==> src/rtl/irq_ack_unit.sv <==
module irq_ack_unit #(
  parameter int NLOC = 128,
  parameter int PW   = 5,
  parameter int IDW  = 24
) (
  input  logic                 clk,
  input  logic                 rst_n,
  input  logic                 nmi_en,
  input  logic [1:0]           dom,
  input  logic                 ack_req,
  input  logic                 ack_nmi,
  output logic                 ack_valid,
  output logic [63:0]          ack_data,
  input  logic [NLOC-1:0]      lcl_set,
  input  logic [NLOC-1:0]      lcl_en,
  input  logic [NLOC-1:0]      lcl_level,
  input  logic [NLOC*PW-1:0]   lcl_prio,
  input  logic                 ext_valid,
  input  logic [IDW-1:0]       ext_id,
  input  logic [2:0]           ext_type,
  input  logic [PW-1:0]        ext_prio,
  output logic                 cmd_valid,
  input  logic                 cmd_ready,
  output logic [IDW-1:0]       cmd_id,
  output logic [2:0]           cmd_type,
  output logic [1:0]           cmd_dom,
  output logic [NLOC-1:0]      lcl_pend,
  output logic [NLOC-1:0]      lcl_act,
  output logic [(1<<PW)-1:0]   apr
);
  localparam int NPRIO  = 1 << PW;
  localparam int NWORDS = (NLOC + 63) / 64;
  localparam int LIW    = $clog2(NLOC);
  localparam logic [2:0] TYPE_LOCAL = 3'd1;

  logic [NWORDS-1:0][63:0] pend_q, act_q;
  logic [NPRIO-1:0] apr_q;
  logic busy_q;
  logic [63:0] held_q;

  logic [PW:0]    run_p;
  logic           loc_hit;
  logic [LIW-1:0] loc_id;
  logic [PW-1:0]  loc_p;

  always_comb begin
    run_p = (PW+1)'(NPRIO);
    for (int i = NPRIO - 1; i >= 0; i--)
      if (apr_q[i]) run_p = (PW+1)'(i);
  end

  always_comb begin
    loc_hit = 1'b0;
    loc_id  = '0;
    loc_p   = '1;
    for (int i = 0; i < NLOC; i++) begin
      if (pend_q[i/64][i%64] && lcl_en[i] && !act_q[i/64][i%64] &&
          (!loc_hit || lcl_prio[i*PW +: PW] < loc_p)) begin
        loc_hit = 1'b1;
        loc_id  = LIW'(i);
        loc_p   = lcl_prio[i*PW +: PW];
      end
    end
  end

  wire           ext_win  = ext_valid && (!loc_hit || ext_prio < loc_p);
  wire           win_hit  = loc_hit || ext_valid;
  wire [PW-1:0]  win_p    = ext_win ? ext_prio : loc_p;
  wire [2:0]     win_type = ext_win ? ext_type : TYPE_LOCAL;
  wire [IDW-1:0] win_id   = ext_win ? ext_id : IDW'(loc_id);
  wire           eligible = win_hit && ({1'b0, win_p} < run_p);
  wire           is_nmi   = (win_p == '0) && nmi_en;
  wire           accept   = eligible && (is_nmi == ack_nmi);
  wire           take     = !busy_q && ack_req && accept;
  wire           loc_take = take && !ext_win;
  wire [63:0]    result   = {31'b0, 1'b1, win_type, 5'b0, 24'(win_id)};

  always_ff @(posedge clk) begin
    if (!rst_n) begin
      apr_q     <= '0;
      busy_q    <= 1'b0;
      held_q    <= '0;
      ack_valid <= 1'b0;
      ack_data  <= '0;
      cmd_valid <= 1'b0;
      cmd_id    <= '0;
      cmd_type  <= '0;
      cmd_dom   <= '0;
    end else begin
      ack_valid <= 1'b0;
      if (busy_q) begin
        if (cmd_ready) begin
          cmd_valid <= 1'b0;
          busy_q    <= 1'b0;
          ack_valid <= 1'b1;
          ack_data  <= held_q;
        end
      end else if (ack_req) begin
        if (!accept) begin
          ack_valid <= 1'b1;
          ack_data  <= '0;
        end else begin
          apr_q[win_p] <= 1'b1;
          if (ext_win) begin
            busy_q    <= 1'b1;
            cmd_valid <= 1'b1;
            cmd_id    <= ext_id;
            cmd_type  <= ext_type;
            cmd_dom   <= dom;
            held_q    <= result;
          end else begin
            ack_valid <= 1'b1;
            ack_data  <= result;
          end
        end
      end
    end
  end

  for (genvar w = 0; w < NWORDS; w++) begin : g_word
    wire        hit_w = loc_take && ((int'(loc_id) / 64) == w);
    wire [63:0] bit_w = 64'd1 << loc_id[5:0];
    wire [63:0] lvl_w = 64'(lcl_level >> (w*64));
    wire [63:0] set_w = 64'(lcl_set >> (w*64));
    always_ff @(posedge clk) begin
      if (!rst_n) begin
        pend_q[w] <= '0;
        act_q[w]  <= '0;
      end else begin
        pend_q[w] <= (pend_q[w] & ~(hit_w ? (bit_w & ~lvl_w) : 64'd0)) | set_w;
        act_q[w]  <= act_q[w] | (hit_w ? bit_w : 64'd0);
      end
    end
  end

  assign lcl_pend = NLOC'(pend_q);
  assign lcl_act  = NLOC'(act_q);
  assign apr      = apr_q;

  assert_upper_zero_R1: assert property (@(posedge clk) disable iff (!rst_n)
    ack_valid |-> (ack_data[63:33] == '0 && ack_data[28:24] == '0));
  assert_valid_type_R1: assert property (@(posedge clk) disable iff (!rst_n)
    (ack_valid && ack_data[32]) |-> (ack_data[31:29] != 3'd0));
  assert_latency_R2: assert property (@(posedge clk) disable iff (!rst_n)
    (ack_req && !busy_q) |=> (ack_valid || cmd_valid));
  assert_apr_set_R7: assert property (@(posedge clk) disable iff (!rst_n)
    (ack_valid && ack_data[32]) |-> (apr != '0));
  assert_cmd_hold_R9: assert property (@(posedge clk) disable iff (!rst_n)
    (cmd_valid && !cmd_ready) |=> (cmd_valid && $stable(cmd_id) && $stable(cmd_type) && $stable(cmd_dom)));
  assert_busy_ignore_R10: assert property (@(posedge clk) disable iff (!rst_n)
    (busy_q && !cmd_ready) |=> ($stable(apr) && !ack_valid));
endmodule

==> config.mk <==
export PLATFORM = sky130hd
export DESIGN_NAME = irq_ack_unit
export DESIGN_NICKNAME = d
export VERILOG_FILES = /design/src/rtl/irq_ack_unit.sv
export SDC_FILE = /design/constraint.sdc
export NUM_CORES = 2
export LEC_CHECK = 0
export BUFFER_PORTS_ARGS = -buffer_cell sky130_fd_sc_hd__buf_2
export CORE_AREA = 2 2 565 567
export DETAILED_ROUTE_END_ITERATION = 12
export DIE_AREA = 0 0 567 569
export PLACE_DENSITY = 0.38
export SLEW_MARGIN = 20
export SYNTH_ARGS = -nofsm -noshare
export SYNTH_HDL_FRONTEND = slang
export SYNTH_SLANG_ARGS = --single-unit
==> constraint.sdc <==
create_clock -name clk -period 310.4 [get_ports clk]
set_input_delay 31.04 -clock clk [delete_from_list [all_inputs] [get_ports clk]]
set_output_delay 31.04 -clock clk [all_outputs]
set_load 0.03 [all_outputs]
==> metrics.md <==
| Metric | Value |
|---|---|
| Final setup vio count | `0` |
| Post-CTS sizing | `0` |
| Crit path largest cell delay | `1.00 ns` |
| Final Skew | `0.0588 ns` |
| Routed wire length | `426 mm` |
| Number of remaining DRC errors | `0` |
| R2R Path Start | `lcl_act[0]` |
| Initial antenna violation count | `about 370` |
| TritonCTS clock tree | `yes` |
| Worst setup EP type | `register` |
| Final hold vios | `0` |
| Die H | `569 um` |
| Synth Warn # | `0` |
| H-tree depth | `2` |
| Crit path kind | `in -> reg` |
| R2R setup slack | `between 70 and 80 ns` |
| Post-CTS Setup Repair Bufs | `0` |
| Worst slew pin tran | `1.16 ns` |
| Register area share after synthesis | `13.1%` |
| Hold buffer count at CTS | `0` |
| Clock transition at path regs | `around 0.07 ns` |
| Yosys reg bits | `between 300 and 400` |
| DR vias/cell | `5.27` |
| Final ANT Viol Nets | `0` |
| Clock Tree Root | `clkbuf_16` |
| Sum of negative setup slack | `0 ns` |
| FP Rows | `207` |
| Final slew viol count | `0` |
| Layout area overhead | `21.5%` |
| Syn_area_per_cell | `7.61 um2` |
| Detail Placement HPWL | `372 mm` |
| Clk buf depth | `3` |
| Max_slew headroom | `roughly 22%` |
| RSZ-0062 raised after global routing | `false` |
| CP max-delay cell | `nand4_2` |
| Ports | `1448` |
| Arr. time, crit path | `263.63 ns` |
| Vias in the first global route | `roughly 66000` |
| Core Box Area | `0.317 mm2` |
| Worst min-delay path class | `reg -> reg` |
| Hold path cells | `1` |
| Fin crit share | `84.7%` |
| Clock sinks | `376` |
| Min Tclk post-route | `263.02 ns` |
| R2R Path End | `lcl_act[57]` |
| Hold Path End | `ack_data[19]` |
| Die Wd | `567 um` |
| Clock Latency Late Sink | `0.74 ns` |
| Total gr overflow | `0` |
| RePlAce Congestion | `0.976` |
| First-pass GRT wire length | `568 mm` |
| Buffers on Ports | `approximately 1400` |
| Final WS setup | `47.38 ns` |
| Setup crit start kind | `input pin` |
| Largest net degree at the start of global routing | `75` |
| DR pass1 iterations | `6` |
| Routed vias | `69760` |
| Cell Area, Synth | `just under 0.06 mm2` |
| Ys flop type | `dfxtp_1` |
| CP Data Required Time | `roughly 310 ns` |
| FMAX | `3.80 MHz` |
| Max_cap viols | `0` |
| Cell mode on critical path | `ha_1` |
| EDFF count, synth | `0` |
| Worst r2r path cells | `985` |
| Hold_sp | `held_q[19]` |
| WL/cell | `roughly 32 um` |
| Synthesized instance count | `7571` |
| Setup WS pre-CTS | `49.44 ns` |
| DR iter-0 viols | `6239` |
| Async set or reset register ratio after synthesis | `0%` |
| Run status | `completed` |
| Die Area | `between 0.3 and 0.4 mm2` |
| Final nets | `10194` |
| Post-synth cell types | `223` |
| Share of layout cells above drive strength 1 | `31.2%` |
| All-Layer GR Usage | `25.1%` |
| Crit Path Max Fanout | `42` |
| CTS Buf Count | `55` |
| Initial Utilization | `18.2%` |
==> critical path, delay by kind of cell <==
kind | cells | cell delay [ns]
compound gates | 402 | 100.08
simple gates | 290 | 58.47
fa+ha+maj | 114 | 33.49
mux | 39 | 10.54
buf+inv | 39 | 4.64
==> final cells by class <==
cell class / count / area [um2]
well taps: 4180 / 5230
fillers: 35727 / 247000
clock buffers: 71 / 1550
multi-input cells: 6585 / 46000
flip-flops and latches: 376 / 7530
diodes: 149 / 373
repair buffers: 1473 / 7540
clock inverters: 29 / 384
inverters: 377 / 1440
==> cells by family (layout without fill, tap and decap cells) <==
group                    after synthesis  in the layout  synth area share (%)
AO/OA/AOI/OAI                       2863           2863                  38.5
AND/OR/NAND/NOR                     3070           3070                  28.4
XOR/XNOR                              59             59                 0.910
multiplexers                         256            256                  5.10
flip-flops                           376            376                  13.1
other                                  1            185               0.00651
buffers and inverters                645           1950                  7.60
adder cells (fa/ha/maj)              301            301                  6.38
==> synthesized netlist by cell type, types with 33 or more instances <==
cell       number  share of area, %
o31ai_1        52              0.68
nand2_1       797               5.2
a211oi_2       33              0.72
or2b_2         33              0.50
nor2_1        782               5.1
and3_1         47              0.51
o21ai_2        41              0.62
ha_1          261               5.7
o211ai_1      113               1.5
o21ai_0       511               4.4
and2_2         58              0.76
buf_4          54              0.70
a21oi_4        33              0.93
or3_1          42              0.46
or3_2          34              0.44
a41oi_1        59              0.90
a211oi_1       96               1.3
clkbuf_8       36              0.86
a21o_2         67               1.0
nand3_2        33              0.57
inv_1         373               2.4
or2_2         107               1.2
dfxtp_1       376                13
o21ai_1       162               1.4
a21oi_1       482               4.2
nor3_1        193               1.7
mux2i_1       143               2.5
nand3_1       199               1.7
o2111ai_1      33              0.50
maj3_1         33              0.57
nand3b_1      106               1.4
o211a_1        37              0.64
nor4_1        103               1.1
nand4_1        71              0.77
o22ai_1        53              0.58
buf_6          54               1.1
a21oi_2        39              0.59
a31oi_1       133               1.4
o21a_1         78               1.0
nand2b_1       36              0.39
mux2_2         46              0.90
and2_1         39              0.42
xnor2_1        45              0.68
==> cell usage in the layout, fill, tap and decap left out, types with 34 or more instances in the layout <==
master,instances
or3_2,34
a21o_2,67
o211ai_1,113
ha_1,261
buf_2,1410
o21ai_0,511
nand3_1,199
a41oi_1,59
nand3b_1,106
a31oi_1,133
nand4_1,71
nor2_1,771
inv_1,372
o22ai_1,53
or3_1,42
dfxtp_1,376
a21oi_1,482
and2_2,58
clkbuf_16,55
and3_1,46
o31ai_1,52
and2_1,39
mux2i_1,143
diode_2,149
conb_1,36
nand2_1,796
xnor2_1,45
buf_4,62
or2_2,107
a211oi_1,96
o211a_1,37
o21ai_2,41
a21oi_2,39
o21ai_1,162
nand2b_1,36
nor3_1,191
mux2_2,46
nor4_1,101
o21a_1,78
==> worst max-delay path by stage <==
stage	start	to	slack (ns)	cells after the start
final	lcl_en[0]	lcl_act[57]	47.38	884
after global routing	lcl_en[0]	lcl_act[60]	27.18	881
after CTS	lcl_en[0]	lcl_act[57]	49.53	883
after detailed placement	lcl_en[0]	lcl_act[57]	49.44	900
after global placement	lcl_en[0]	lcl_act[57]	51.89	1189
after floorplan	lcl_en[0]	ack_data[16]	87.44	1189
==> per-layer routing <==
layer / up-vias / global-route usage [%] / share of wire [%]
met4: 194 / 10.1 / 4.4
met2: 2985 / 39.8 / 44
met1: 34089 / 31.6 / 43
li1: 31744 / - / -
met5: - / 0 / 0.30
met3: 748 / 7.32 / 8.3
==> metrics by stage <==
step	hold WS (ns)	cell area, um2	std cells	util [%]
3_5_place_dp	0.455	67700	12991	21.4
4_1_cts	0.456	69600	13091	22.0
5_1_grt	0.473	69800	13152	22.0
2_1_floorplan	0.437	57700	7606	-
6_report	0.458	70000	13240	22.1
3_3_place_gp	0.447	67700	12991	21.4
==> flip-flops by register name, summed over array words and instances, names as in the netlist <==
register	cells
ack_data	28
ack_valid	1
apr	32
busy_q	1
cmd_dom	2
cmd_id	24
cmd_type	3
cmd_valid	1
held_q	28
lcl_act	128
lcl_pend	128
Power is not shown: default switching activity piles up to over one toggle a cycle in this logic, so the estimate is an artifact.
